<file path="config.mk">
export PLATFORM = sky130hd
export DESIGN_NAME = cfg_pin_loader
export DESIGN_NICKNAME = d
export VERILOG_FILES = /design/src/rtl/cfgl_pkg.sv /design/src/rtl/cfgl_pin_sync.sv /design/src/rtl/cfgl_seq_fsm.sv /design/src/rtl/cfgl_shift_reg.sv /design/src/rtl/cfg_pin_loader.sv
export SDC_FILE = /design/constraint.sdc
export NUM_CORES = 1
export LEC_CHECK = 0
export BUFFER_PORTS_ARGS = -buffer_cell sky130_fd_sc_hd__buf_4
export CORE_MARGIN = 5
export CORE_UTILIZATION = 59
export DETAILED_ROUTE_END_ITERATION = 8
export PLACE_DENSITY = 0.81
export SETUP_SLACK_MARGIN = 0.1
export SYNTH_ARGS = -nofsm -noshare
export SYNTH_HDL_FRONTEND = slang
export SYNTH_SLANG_ARGS = --single-unit
</file>
<file path="constraint.sdc">
create_clock -name clk -period 2.3 [get_ports clk]
set_clock_uncertainty 0.1 [all_clocks]
set_input_delay 0.46 -clock clk [delete_from_list [all_inputs] [get_ports clk]]
set_output_delay 0.46 -clock clk [all_outputs]
set_load 0.1 [all_outputs]
</file>
<file path="src/rtl/cfgl_pkg.sv">
package cfgl_pkg;
  typedef enum logic [2:0] {
    ST_IDLE  = 3'd0,
    ST_ARM   = 3'd1,
    ST_SOPEN = 3'd2,
    ST_SHIFT = 3'd3,
    ST_MARK  = 3'd4,
    ST_FIN   = 3'd5
  } ld_state_t;
endpackage

</file>
<file path="src/rtl/cfgl_pin_sync.sv">
module cfgl_pin_sync #(
  parameter int N_LINES = 2
) (
  input  logic               clk,
  input  logic               rst_n,
  input  logic [N_LINES-1:0] pin_i,
  output logic [N_LINES-1:0] lvl_o,
  output logic [N_LINES-1:0] rise_o,
  output logic [N_LINES-1:0] fall_o
);
  for (genvar g = 0; g < N_LINES; g++) begin : g_line
    logic s0, s1, s2;
    always_ff @(posedge clk or negedge rst_n) begin
      if (!rst_n) begin
        s0 <= 1'b0;
        s1 <= 1'b0;
        s2 <= 1'b0;
      end else begin
        s0 <= pin_i[g];
        s1 <= s0;
        s2 <= s1;
      end
    end
    assign lvl_o[g]  = s1;
    assign rise_o[g] = s1 & ~s2;
    assign fall_o[g] = ~s1 & s2;
  end
endmodule

</file>
<file path="src/rtl/cfgl_seq_fsm.sv">
module cfgl_seq_fsm
  import cfgl_pkg::*;
#(
  parameter int TIMEOUT_CYC = 10000
) (
  input  logic clk,
  input  logic rst_n,
  input  logic ck_lvl_i,
  input  logic ck_rise_i,
  input  logic ck_fall_i,
  input  logic d_lvl_i,
  input  logic d_rise_i,
  input  logic d_fall_i,
  output logic take_o,
  output logic take_bit_o,
  output logic clear_o,
  output logic commit_o,
  output logic active_o,
  output logic idle_o
);
  localparam int TMR_W = $clog2(TIMEOUT_CYC + 1);

  ld_state_t state_q, state_d;
  logic pend_v_q, pend_b_q;
  logic [TMR_W-1:0] tmr_q;
  logic evt_timeout;
  logic ck_edge;

  assign ck_edge     = ck_rise_i | ck_fall_i;
  assign evt_timeout = (state_q != ST_IDLE) && !ck_edge &&
                       (tmr_q == TMR_W'(TIMEOUT_CYC - 1));

  always_ff @(posedge clk or negedge rst_n) begin
    if (!rst_n) tmr_q <= '0;
    else if (state_q == ST_IDLE || ck_edge) tmr_q <= '0;
    else tmr_q <= tmr_q + 1'b1;
  end

  always_comb begin
    state_d    = state_q;
    take_o     = 1'b0;
    take_bit_o = pend_b_q;
    clear_o    = 1'b0;
    commit_o   = 1'b0;
    if (evt_timeout) begin
      state_d = ST_IDLE;
    end else begin
      case (state_q)
        ST_IDLE:  if (ck_rise_i && !d_lvl_i) state_d = ST_ARM;
        ST_ARM: begin
          if (ck_fall_i) state_d = ST_IDLE;
          else if (d_rise_i) state_d = ST_SOPEN;
        end
        ST_SOPEN: begin
          if (ck_fall_i) state_d = ST_IDLE;
          else if (d_fall_i) begin
            state_d = ST_SHIFT;
            clear_o = 1'b1;
          end
        end
        ST_SHIFT: begin
          if (ck_fall_i) take_o = pend_v_q;
          else if (d_rise_i && ck_lvl_i) state_d = ST_MARK;
        end
        ST_MARK: begin
          if (ck_fall_i) state_d = ST_IDLE;
          else if (d_fall_i) state_d = ST_FIN;
        end
        ST_FIN: begin
          if (ck_fall_i) begin
            state_d  = ST_IDLE;
            commit_o = 1'b1;
          end else if (d_rise_i) state_d = ST_MARK;
        end
        default: state_d = ST_IDLE;
      endcase
    end
  end

  always_ff @(posedge clk or negedge rst_n) begin
    if (!rst_n) begin
      state_q  <= ST_IDLE;
      pend_v_q <= 1'b0;
      pend_b_q <= 1'b0;
    end else begin
      state_q <= state_d;
      if (state_q == ST_SHIFT && ck_rise_i) begin
        pend_v_q <= 1'b1;
        pend_b_q <= d_lvl_i;
      end else if (ck_fall_i || state_d != ST_SHIFT) begin
        pend_v_q <= 1'b0;
      end
    end
  end

  assign active_o = (state_q == ST_SHIFT) || (state_q == ST_MARK) ||
                    (state_q == ST_FIN);
  assign idle_o   = (state_q == ST_IDLE);

  // a stalled serial clock forces the sequencer back to idle
  a_r7_timeout_idle: assert property (@(posedge clk) disable iff (!rst_n)
    evt_timeout |=> (state_q == ST_IDLE));
  // commit only follows a full stop marker
  a_r6_commit_from_fin: assert property (@(posedge clk) disable iff (!rst_n)
    commit_o |-> ($past(state_q) == ST_MARK || state_q == ST_FIN) && !idle_o);
endmodule

</file>
<file path="src/rtl/cfgl_shift_reg.sv">
module cfgl_shift_reg #(
  parameter int               REG_W       = 20,
  parameter logic [REG_W-1:0] DEFAULT_CFG = '0
) (
  input  logic             clk,
  input  logic             rst_n,
  input  logic             clear_i,
  input  logic             take_i,
  input  logic             bit_i,
  input  logic             commit_i,
  output logic [REG_W-1:0] cfg_o
);
  localparam int CNT_W = $clog2(REG_W + 1);

  logic [REG_W-1:0] sh_q, cfg_q, mask_w;
  logic [CNT_W-1:0] cnt_q;

  // Ones in the n lowest positions.
  function automatic logic [REG_W-1:0] low_mask(input logic [CNT_W-1:0] n);
    logic [REG_W-1:0] m;
    for (int i = 0; i < REG_W; i++) m[i] = (n > CNT_W'(i));
    return m;
  endfunction

  assign mask_w = low_mask(cnt_q);

  always_ff @(posedge clk or negedge rst_n) begin
    if (!rst_n) begin
      sh_q  <= '0;
      cnt_q <= '0;
      cfg_q <= DEFAULT_CFG;
    end else begin
      if (clear_i) begin
        sh_q  <= '0;
        cnt_q <= '0;
      end else if (take_i) begin
        sh_q <= {sh_q[REG_W-2:0], bit_i};
        if (cnt_q != CNT_W'(REG_W)) cnt_q <= cnt_q + 1'b1;
      end
      if (commit_i) cfg_q <= (cfg_q & ~mask_w) | (sh_q & mask_w);
    end
  end

  assign cfg_o = cfg_q;

  // bits above the received length survive a commit
  a_r5_upper_kept: assert property (@(posedge clk) disable iff (!rst_n)
    commit_i |=> (((cfg_q ^ $past(cfg_q)) & ~$past(mask_w)) == '0));
  // the register moves only on a commit
  a_r6_commit_only: assert property (@(posedge clk) disable iff (!rst_n)
    !$stable(cfg_q) |-> $past(commit_i));
  // bit count saturates at the register width
  a_r8_cnt_bound: assert property (@(posedge clk) disable iff (!rst_n)
    cnt_q <= CNT_W'(REG_W));
endmodule

</file>
<file path="src/rtl/cfg_pin_loader.sv">
module cfg_pin_loader #(
  parameter int          REG_W       = 20,
  parameter logic [19:0] DEFAULT_CFG = 20'h5A5A5,
  parameter int          CLK_HZ      = 50_000_000,
  parameter int          IDLE_US     = 200
) (
  input  logic             clk,
  input  logic             rst_n,
  input  logic             sclk_pin_i,
  input  logic             sdat_pin_i,
  output logic             sdat_oe_o,
  output logic             prog_active_o,
  output logic [REG_W-1:0] cfg_o
);
  localparam int TIMEOUT_CYC = (CLK_HZ / 1_000_000) * IDLE_US;

  logic [1:0] lvl, rise, fall;
  logic take, take_bit, clear, commit, active, idle;

  cfgl_pin_sync #(.N_LINES(2)) sync_i (
    .clk(clk), .rst_n(rst_n), .pin_i({sdat_pin_i, sclk_pin_i}),
    .lvl_o(lvl), .rise_o(rise), .fall_o(fall)
  );

  cfgl_seq_fsm #(.TIMEOUT_CYC(TIMEOUT_CYC)) fsm_i (
    .clk(clk), .rst_n(rst_n),
    .ck_lvl_i(lvl[0]), .ck_rise_i(rise[0]), .ck_fall_i(fall[0]),
    .d_lvl_i(lvl[1]), .d_rise_i(rise[1]), .d_fall_i(fall[1]),
    .take_o(take), .take_bit_o(take_bit), .clear_o(clear),
    .commit_o(commit), .active_o(active), .idle_o(idle)
  );

  cfgl_shift_reg #(.REG_W(REG_W), .DEFAULT_CFG(REG_W'(DEFAULT_CFG))) dp_i (
    .clk(clk), .rst_n(rst_n), .clear_i(clear), .take_i(take),
    .bit_i(take_bit), .commit_i(commit), .cfg_o(cfg_o)
  );

  assign sdat_oe_o     = idle & ~lvl[0];
  assign prog_active_o = active;

  // pad released once the serial clock has been high for a while
  a_r2_oe_clk_high: assert property (@(posedge clk) disable iff (!rst_n)
    (sclk_pin_i && $past(sclk_pin_i) && $past(sclk_pin_i, 2)) |-> !sdat_oe_o);
  // pad never driven during a transfer
  a_r2_active_no_drive: assert property (@(posedge clk) disable iff (!rst_n)
    prog_active_o |-> !sdat_oe_o);
endmodule

</file>
==> results of run 1 <==
[Yosys cell counts (3+ instances only)]
master / n / area (um^2)
nor3_1: 13 / 65.1
mux2_1: 20 / 225
nor2_1: 17 / 63.8
ha_1: 8 / 100
dfrtp_1: 60 / 1500
dfstp_2: 10 / 263
a211oi_1: 6 / 45.0
xor2_1: 7 / 61.3
o21ai_0: 11 / 55.1
buf_2: 6 / 30.0
a21oi_1: 14 / 70.1
nand4_1: 8 / 50.1
clkbuf_1: 9 / 33.8
a22o_1: 8 / 70.1
inv_1: 9 / 33.8
nand2_1: 41 / 154
and3_1: 4 / 25.0
o21ai_1: 14 / 70.1
nor2b_1: 3 / 18.8
nand3_1: 6 / 30.0
nor4_2: 3 / 37.5
nor4b_1: 4 / 35.0
or3_1: 4 / 25.0
[worst max-delay path, cell delays in order, from the launching register on]
cell and delay (ps):
dfrtp_1 390, buf_4 170, inv_1 50, ha_1 280, nand3_2 100, buf_4 220, a211oi_1 380, mux2_1 360
[layout make-up]
type,instances,area [um^2],area share [%]
Clock inverter,6,87.6,2.20
Inverter,9,33.8,0.848
Sequential cell,70,1770,44.3
Multi-Input combinational cell,220,1500,37.6
Timing Repair Buffer,45,382,9.58
Tap cell,72,90.1,2.26
Clock buffer,10,128,3.20
[timing repair]
item | CTS | global route
setup endpoints to repair | 1 | 4
cloned | 0 | 0
hold buffers | 1 | 0
pin swaps | 0 | 1
resized for setup | 3 | 7
buffers inserted | 2 | 4
hold endpoints to repair | 21 | 0
[where the power goes]
| group | total, uW | switching [uW] | internal (uW) |
|---|---|---|---|
| logic | 209 | 128 | 80.9 |
| registers | 1270 | 17.0 | 1250 |
| clock network | 1070 | 457 | 608 |
[layer usage]
| metal | wire, um | GRT usage [%] |
|---|---|---|
| met1 | 3120 | 27.9 |
| met2 | 3300 | 32.6 |
| met3 | 333 | 6.80 |
| met4 | 155 | 7.48 |
| met5 | 0 | 0 |
[worst max-delay path by stage]
stage,slack [ps],cells past startpoint,end
after floorplan,130,2,sdat_oe_o
final,190,7,register
after global routing,90,6,register
after detailed placement,210,7,register
after global placement,230,7,register
after CTS,100,4,prog_active_o
[logic make-up (layout without fill, tap and decap cells)]
| family | count (synthesis) | after routing | synth area share [%] |
|---|---|---|---|
| AO/OA/AOI/OAI | 67 | 67 | 13.3 |
| XOR/XNOR | 8 | 8 | 2.09 |
| adder cells (fa/ha/maj) | 8 | 8 | 2.99 |
| buffers and inverters | 27 | 70 | 3.70 |
| flip-flops | 70 | 70 | 52.7 |
| multiplexers | 20 | 20 | 6.72 |
| AND/OR/NAND/NOR | 117 | 117 | 18.6 |
[metrics by stage]
step | utilization, % | instances | hold slack (ps)
global route | 72.3 | 432 | 96.4
detailed placement | 66.8 | 409 | 235
global placement | 66.8 | 409 | 240
finish | 72.3 | 432 | 120
floorplan | - | 317 | 64.4
CTS | 71.3 | 428 | 100
[cells in the final DEF, fill, tap and decap left out, types with 7 or more instances in the layout]
cell / count
a21oi_1: 14
a22o_1: 8
buf_4: 40
clkbuf_8: 9
dfrtp_1: 59
dfstp_2: 10
ha_1: 8
inv_1: 9
mux2_1: 20
nand2_1: 41
nand4_1: 8
nor2_1: 17
nor3_1: 13
o21ai_0: 11
o21ai_1: 14
xor2_1: 7
==> summary.md, run 1 <==
| Metric | Value |
|---|---|
| Tightest slew margin relative to the limit | `65.2%` |
| CORE AREA | `approximately 5500 um^2` |
| Die height | `85.4 um` |
| FF-to-FF setup slack | `roughly 190 ps` |
| CTS buffer count | `9` |
| Synth Register Bits | `70` |
| Routed vias/inst | `5.81` |
| Syn Nets | `329` |
| Routed Antenna Nets | `0` |
| Largest net degree at the start of global routing | `between 40 and 50` |
| Vias in the first global route | `2445` |
| Critical path startpoint category | `register` |
| FMAX | `473 MHz` |
| P_leak | `around 0.0017 uW` |
| Worst skew pair latency | `350 ps` |
| DP Wirelength | `around 4700 um` |
| Syn. warnings | `0` |
| Unique masters post-synth | `49` |
| Total gr overflow | `0` |
| Final #Nets | `367` |
| Fin crit period | `2110 ps` |
| Critical Path End Type | `register` |
| Clk sinks | `70` |
| R2r worst-path depth | `7` |
| Pre-Repair DR Iteration Count | `4` |
| Layout cell share with drive strength beyond 1 | `between 20% and 30%` |
| Critical path startpoint | `sync_i.g_line[0].s1` |
| H-tree depth | `3` |
| Full die area | `7290 um^2` |
| Clock Path Buffers | `2` |
| First-pass GRT wire length | `11900 um` |
| CTS tree | `done` |
| Chip width | `approximately 85 um` |
| WL per Instance | `around 16 um` |
| Maximum VDD drop | `0.000443 V` |
| TNS Setup | `0 ps` |
| Max cap viols | `0` |
| Initial Utilization | `60.8%` |
| Post-synth EDFFs | `0` |
| I/O Pins | `26` |
| Num rows | `27` |
| CP Max Fanout | `19` |
| Initial antenna violation count | `0` |
| Final setup fails | `0` |
| Hold EP | `sync_i.g_line[0].s0` |
| Place WS | `206 ps` |
| Worst Tran Pin Value | `523 ps` |
| Area growth syn-to-layout | `18.9%` |
| HP Start | `sclk_pin_i` |
| N_diodes | `0` |
| GP Congestion | `0.879` |
| Hold path depth | `1` |
| Total vias in the final route | `2508` |
| Mapped Area | `3350 um^2` |
| Buffers added on ports | `25` |
| Ys async rst share | `100%` |
| Final hold vios | `0` |
| Fill count | `approximately 400` |
| Crit path kind | `register to register` |
| Main synth FF type | `dfrtp_1` |
| Gr usage total | `21.1%` |
| Routed WL | `between 6000 and 7000 um` |
| Final instance area | `roughly 4000 um^2` |
| Hold WC Path Type | `primary input to register` |
| RSZ-0062 raised after global routing | `yes` |
| Iter 0 DRT Violations | `141` |
| Tot Pwr | `2540 uW` |
| Remaining DRCs | `0` |
| Seq/Total Area, Yosys | `52.7%` |
| Pins Over Slew Limit | `0` |
| Synth Instances | `roughly 320` |
| Outcome | `completed` |
| Period utilization | `91.8%` |
| DP Area | `3680 um^2` |
| Avg Inst Size Synth | `about 11 um^2` |
| CP required | `roughly 2500 ps` |
| PD cells | `638 nW/um^2` |
| Clk root buf | `clkbuf_8` |
| CP Data Arrival Time | `2290 ps` |
| Worst flop-to-flop path startpoint | `sync_i.g_line[0].s1` |
| Final worst slack | `about 190 ps` |
| Worst-path clk slew | `70 ps` |
(Power assumes the default switching activity.)
==> run 2, diff against run 1 <==
--- a/config.mk
+++ b/config.mk
@@ -8,3 +8,2 @@
 export BUFFER_PORTS_ARGS = -buffer_cell sky130_fd_sc_hd__buf_4
-export CORE_MARGIN = 5
 export CORE_UTILIZATION = 59
==> constraint.sdc (replaced) <==
create_clock -name clk -period 2.3 [get_ports clk]
set_clock_uncertainty 0.1 [all_clocks]
set_input_delay 0 -clock clk [delete_from_list [all_inputs] [get_ports clk]]
set_output_delay 0 -clock clk [all_outputs]
set_load 0.1 [all_outputs]
==> run 2 against run 1 <==
  * Final cell count shrank 0.93%
  * Cell area shrank 1.3%
  * Die area shrank 18%
  * Critical path type unchanged
  * First-iteration DRC count grew 26%
  * Global-route usage grew 5.1 points
  * Setup slack gained 12 ps
  * Register-to-register slack is essentially flat
  * Via count grew 2.7%
  * Sequential power is essentially flat
  * Flip-flop and latch count is the same
==> summary.md, run 2 (synthesized netlist as in run 1, its figures left out) <==
| Metric | Value |
|---|---|
| Outcome | `completed (unchanged)` |
| Period utilization | `91.3% (was 91.8%)` |
| Remaining DRCs | `0 (unchanged)` |
| M1 GR Usage | `36.0% (was 27.9%)` |
| First-pass GRT wire length | `12000 um (was 11900 um)` |
| FF-to-FF setup slack | `200 ps (was 190 ps)` |
| Maximum VDD drop | `0.000382 V (was 0.000443 V)` |
| WL per Instance | `16.4 um (was 16.0 um)` |
| Critical path startpoint | `sync_i.g_line[0].s2 (was sync_i.g_line[0].s1)` |
| Clk root buf | `clkbuf_8 (unchanged)` |
| GRT met3 Usage | `5.88% (was 6.80%)` |
| R2r worst-path depth | `8 (was 7)` |
| Met2 GRT Util | `39.1% (was 32.6%)` |
| Worst Tran Pin Value | `860 ps (was 523 ps)` |
| N_diodes | `0 (unchanged)` |
| RSZ-0062 raised after global routing | `no (was yes)` |
| Pins Over Slew Limit | `0 (unchanged)` |
| Area growth syn-to-layout | `17.4% (was 18.9%)` |
| Register area | `1760 um^2 (was 1770 um^2)` |
| I/O Pins | `26 (unchanged)` |
| Post-Layout Cell Count | `428 (was 432)` |
| Chip width | `77.4 um (was 85.4 um)` |
| Worst flop-to-flop path startpoint | `sync_i.g_line[0].s2 (was sync_i.g_line[0].s1)` |
| Hold WC Path Type | `primary input to asynchronous set/reset pin (was primary input to register)` |
| Crit path kind | `register to register (unchanged)` |
| Worst-path clk slew | `70 ps (about the same)` |
| Critical path startpoint category | `register (unchanged)` |
| Final worst slack | `200 ps (was 188 ps)` |
| Place WS | `175 ps (was 206 ps)` |
| Total gr overflow | `0 (unchanged)` |
| Num rows | `27 (unchanged)` |
| Initial Utilization | `60.8% (unchanged)` |
| Clk sinks | `70 (unchanged)` |
| P_leak | `0.00173 uW (was 0.00175 uW)` |
| Worst skew pair latency | `340 ps (was 350 ps)` |
| CP required | `2420 ps (was 2480 ps)` |
| Die height | `77.4 um (was 85.4 um)` |
| Gr usage total | `26.1% (was 21.1%)` |
| Final #Nets | `363 (was 367)` |
| H-tree depth | `3 (unchanged)` |
| Max cap viols | `0 (unchanged)` |
| GP Congestion | `0.875 (was 0.879)` |
| Most common cell after layout, fill and taps aside | `dfrtp_1 (unchanged)` |
| CP Data Arrival Time | `2220 ps (was 2290 ps)` |
| Vias in the first global route | `2473 (was 2445)` |
| Iter 0 DRT Violations | `177 (was 141)` |
| Routed vias/inst | `6.02 (was 5.81)` |
| Layer with the highest usage | `met2 (unchanged)` |
| Commonest non-fill, non-tap cells in the layout | `60 x dfrtp_1, 41 x nand2_1, 36 x buf_4 (was 59 x dfrtp_1, 41 x nand2_1, 40 x buf_4)` |
| CORE AREA | `5510 um^2 (unchanged)` |
| Critical Path End Type | `register (unchanged)` |
| Fill count | `392 (was 409)` |
| Largest net degree at the start of global routing | `71 (was 42)` |
| Clock Path Buffers | `2 (unchanged)` |
| Final hold vios | `0 (unchanged)` |
| Tot Pwr | `2450 uW (was 2540 uW)` |
| Full die area | `5980 um^2 (was 7290 um^2)` |
| CTS buffer count | `9 (unchanged)` |
| Buffers added on ports | `25 (unchanged)` |
| Total vias in the final route | `2575 (was 2508)` |
| Fin crit period | `2100 ps (was 2110 ps)` |
| Tightest slew margin relative to the limit | `42.7% (was 65.2%)` |
| Layout cell share with drive strength beyond 1 | `22.5% (was 23.9%)` |
| Area of the multi-input gates | `1500 um^2 (about the same)` |
| Pre-Repair DR Iteration Count | `4 (unchanged)` |
| Routed Antenna Nets | `0 (unchanged)` |
| CP Max Fanout | `19 (unchanged)` |
| Routed WL | `7030 um (was 6910 um)` |
| TNS Setup | `0 ps (unchanged)` |
| DP Cell Count | `408 (was 409)` |
| FMAX | `476 MHz (was 473 MHz)` |
| DP Wirelength | `4530 um (was 4690 um)` |
| Initial antenna violation count | `0 (unchanged)` |
| Final setup fails | `0 (unchanged)` |
| CTS tree | `done (unchanged)` |
| PD cells | `623 nW/um^2 (was 638 nW/um^2)` |
## run 2: cell count changes in the layout (fill, tap and decap cells not counted), moves of 2 or more
cell,delta
buf_4,-4
clkinvlp_4,-3
clkbuf_8,+2
clkinv_2,+2
dlygate4sd3_1,+2
## run 2: how the worst min path moves through the flow
stage / from / endpoint / slack, ps / depth (start not counted)
after detailed placement: sdat_pin_i / sync_i.g_line[1].s0 / 10 / 1
after CTS: sdat_pin_i / sync_i.g_line[1].s0 / 190 / 2
after global routing: sclk_pin_i / sync_i.g_line[0].s0 / 230 / 2
after global placement: sclk_pin_i / sync_i.g_line[0].s0 / 10 / 1
final: rst_n / dp_i.sh_q[18] / 210 / 2
after floorplan: rst_n / asynchronous set/reset pin / -400 / 0
## run 2: metal layers
layer,up-vias,wire length (um)
met1,1271,3170
met4,0,169
met2,86,3320
met3,15,371
met5,-,0
li1,1203,-
## run 2: stage by stage
step	hold slack [ps]	instance area (um^2)	utilization, %
after global routing	226	3930	71.4
after detailed placement	10.6	3670	66.6
final	207	3930	71.4
after floorplan	-396	3370	-
after global placement	10.9	3670	66.6
after CTS	192	3900	70.8
## run 2: final cells by class
type | instances | share of cell area (%)
inverter | 9 | 0.859
clock buffer | 12 | 3.95
timing repair buffer | 41 | 8.65
tap | 72 | 2.29
multi-input combinational | 220 | 38.2
clock inverter | 4 | 1.15
sequential | 70 | 44.9
## run 2: critical path: stages, from the launching register on
cell and delay (ps):
dfrtp_1 350, inv_1 50, ha_1 310, o31ai_4 80, or2_2 360, nor2_4 150, buf_12 170, a211oi_1 80
mux2_1 330
## run 2: power by group
| group | total [uW] | internal, uW | switching (uW) |
|---|---|---|---|
| combinational | 170 | 54.9 | 115 |
| clock | 1010 | 555 | 455 |
| sequential | 1270 | 1250 | 19.8 |
## run 2: timing repair
action / 4_1_cts / 5_1_grt
buffers inserted: 0 / 1
hold endpoints to repair: 62 / 0
resized for setup: 0 / 6
endpoints found under the setup margin: 0 / 11
hold buffers: 3 / 0
==> run 3, diff against run 2 <==
Settings changed: PLACE_DENSITY 0.81 to 0.84.
==> run 3 against run 2 <==
  * Via count fell by 1.4%
  * Sequential share of layout area shrank 0.54 points
  * Routed wire length down 0.87%
  * Largest cell class unchanged
==> summary.md, run 3 (synthesized netlist as in run 1, its figures left out) <==
| Metric | Value |
|---|---|
| Outcome | `completed (unchanged)` |
| P_leak | `0.00175 uW (was 0.00173 uW)` |
| Switch share | `22.4% (was 24.1%)` |
| Clock group share of total power | `47.8% (was 41.2%)` |
| Pre-Repair DR Iteration Count | `4 (unchanged)` |
| Internal power contribution | `2140 uW (was 1860 uW)` |
| CTS buffer count | `9 (unchanged)` |
| FF-to-FF setup slack | `160 ps (was 200 ps)` |
| DP Cell Count | `407 (was 408)` |
| Clk sinks | `70 (unchanged)` |
| Max cap viols | `0 (unchanged)` |
| Worst-path clk slew | `80 ps (was 70 ps)` |
| Iter 0 DRT Violations | `224 (was 177)` |
| PD cells | `693 nW/um^2 (was 623 nW/um^2)` |
| Initial antenna violation count | `0 (unchanged)` |
| Total gr overflow | `0 (unchanged)` |
| TNS Setup | `0 ps (unchanged)` |
| Gr usage total | `25.5% (was 26.1%)` |
| Routed vias/inst | `5.95 (was 6.02)` |
| Die height | `77.4 um (unchanged)` |
| CP required | `2470 ps (was 2420 ps)` |
| Worst Tran Pin Value | `859 ps (was 860 ps)` |
| Crit path kind | `register to register (unchanged)` |
| Critical Path End Type | `register (unchanged)` |
| Met2 GRT Util | `38.2% (was 39.1%)` |
| Layer with the highest usage | `met2 (unchanged)` |
| Fin crit period | `2140 ps (was 2100 ps)` |
| Remaining DRCs | `0 (unchanged)` |
| M1 GR Usage | `36.6% (was 36.0%)` |
| WL per Instance | `16.3 um (was 16.4 um)` |
| CP Max Fanout | `17 (was 19)` |
| Num rows | `27 (unchanged)` |
| Maximum VDD drop | `0.000557 V (was 0.000382 V)` |
| Tightest slew margin relative to the limit | `42.7% (about the same)` |
| Post-Layout Cell Count | `427 (was 428)` |
| First-pass GRT wire length | `11700 um (was 12000 um)` |
| Area growth syn-to-layout | `18.8% (was 17.4%)` |
| Combinational share of power | `6.3% (was 6.9%)` |
| N_diodes | `0 (unchanged)` |
| Worst flop-to-flop path startpoint | `sync_i.g_line[0].s2 (unchanged)` |
| Critical path startpoint | `sync_i.g_line[0].s2 (unchanged)` |
| Clock Path Buffers | `2 (unchanged)` |
| Final #Nets | `362 (was 363)` |
| Period utilization | `93.2% (was 91.3%)` |
| Worst skew pair latency | `340 ps (about the same)` |
| CP Data Arrival Time | `2310 ps (was 2220 ps)` |
| DP Wirelength | `4690 um (was 4530 um)` |
| Max incr delay on CP | `380 ps (was 360 ps)` |
| Total vias in the final route | `2539 (was 2575)` |
| R2r worst-path depth | `8 (unchanged)` |
| FMAX | `466 MHz (was 476 MHz)` |
| Pins Over Slew Limit | `0 (unchanged)` |
| H-tree depth | `3 (unchanged)` |
| Hold WC Path Type | `primary input to asynchronous set/reset pin (unchanged)` |
| Slowest stage cell on the critical path | `nor4b_1 (was or2_2)` |
| Critical path startpoint category | `register (unchanged)` |
| Initial Utilization | `60.8% (unchanged)` |
| CTS tree | `done (unchanged)` |
| Vias in the first global route | `2451 (was 2473)` |
| Clk root buf | `clkbuf_8 (unchanged)` |
| GP Congestion | `0.924 (was 0.875)` |
| Final setup fails | `0 (unchanged)` |
| Crit path cell chain | `inv_1 > ha_1 > o31ai_4 > or2_2 > nor2_2 > buf_12 > nor4b_1 > mux2_1 (was inv_1 > ha_1 > o31ai_4 > or2_2 > nor2_4 > buf_12 > a211oi_1 > mux2_1)` |
| CORE AREA | `5510 um^2 (unchanged)` |
| Buffers added on ports | `25 (unchanged)` |
| Routed WL | `6970 um (was 7030 um)` |
| Layout cell share with drive strength beyond 1 | `22.0% (was 22.5%)` |
| Finished Core Util | `72.3% (was 71.4%)` |
| Commonest non-fill, non-tap cells in the layout | `60 x dfrtp_1, 41 x nand2_1, 35 x buf_4 (was 60 x dfrtp_1, 41 x nand2_1, 36 x buf_4)` |
| GRT met3 Usage | `3.88% (was 5.88%)` |
| Most common cell after layout, fill and taps aside | `dfrtp_1 (unchanged)` |
| RSZ-0062 raised after global routing | `yes (was no)` |
| I/O Pins | `26 (unchanged)` |
| Sequential fraction of design power | `46.0% (was 51.8%)` |
| Full die area | `5980 um^2 (unchanged)` |
| Chip width | `77.4 um (unchanged)` |
| Final hold vios | `0 (unchanged)` |
| Largest net degree at the start of global routing | `71 (unchanged)` |
| Routed Antenna Nets | `0 (unchanged)` |
| NetSw | `619 uW (was 590 uW)` |
| Hold_ws | `208 ps (was 207 ps)` |
[run 3: critical path: cells and delay by family, from the launching register on]
| family | cells | cell delay, ps |
|---|---|---|
| and+or+nand+nor | 3 | 630 |
| muxes | 1 | 360 |
| AOI/OAI and AO/OA | 1 | 70 |
| adders and majority gates | 1 | 320 |
| DFF | 1 | 370 |
| buffers and inverters | 2 | 210 |
[run 3: per-layer routing]
| metal | part of all wire [%] | up-vias | routed length [um] |
|---|---|---|---|
| met5 | 0 | - | 0 |
| met3 | 4.6 | 14 | 318 |
| met1 | 46 | 1262 | 3190 |
| met2 | 48 | 70 | 3330 |
| met4 | 2.0 | 0 | 136 |
| li1 | - | 1193 | - |
[run 3: power groups by stage]
| stage | Sequential (uW) | Combinational, uW | Clock, uW |
|---|---|---|---|
| 6_report | 1270 | 174 | 1320 |
| 3_5_place_dp | 1290 | 169 | 0 |
| 4_1_cts | 1270 | 174 | 1330 |
| 3_3_place_gp | 1290 | 165 | 0 |
| 5_1_grt | 1270 | 190 | 1390 |
| 2_1_floorplan | 1280 | 111 | 0 |
[run 3: how the worst max path moves through the flow]
| stage | to | slack (ps) |
|---|---|---|
| finish | register | 160 |
| global route | register | 80 |
| CTS | register | 150 |
| global placement | register | 240 |
| detailed placement | register | 170 |
| floorplan | register | 150 |
[run 3: area by class of cell]
| class | instances | area, um^2 |
|---|---|---|
| clock buffers | 9 | 124 |
| clock inverters | 7 | 146 |
| inverters | 9 | 33.8 |
| fillers | 386 | 1530 |
| multi-input cells | 220 | 1490 |
| well taps | 72 | 90.1 |
| flip-flops and latches | 70 | 1760 |
| repair buffers | 40 | 333 |
[run 3: through the flow]
step                setup WS (ps)  total power (uW)  instance area, um^2
finish                        156              2760                 3980
floorplan                     151              1390                 3370
global route                 80.2              2850                 3980
global placement              242              1450                 3660
CTS                           149              2770                 3960
detailed placement            166              1460                 3660
[run 3: timing repair]
| action | in CTS | in global routing |
|---|---|---|
| resized for setup | 0 | 3 |
| hold endpoints to repair | 62 | 0 |
| setup buffers | 0 | 1 |
| hold buffers | 3 | 0 |
| endpoints found under the setup margin | 0 | 14 |
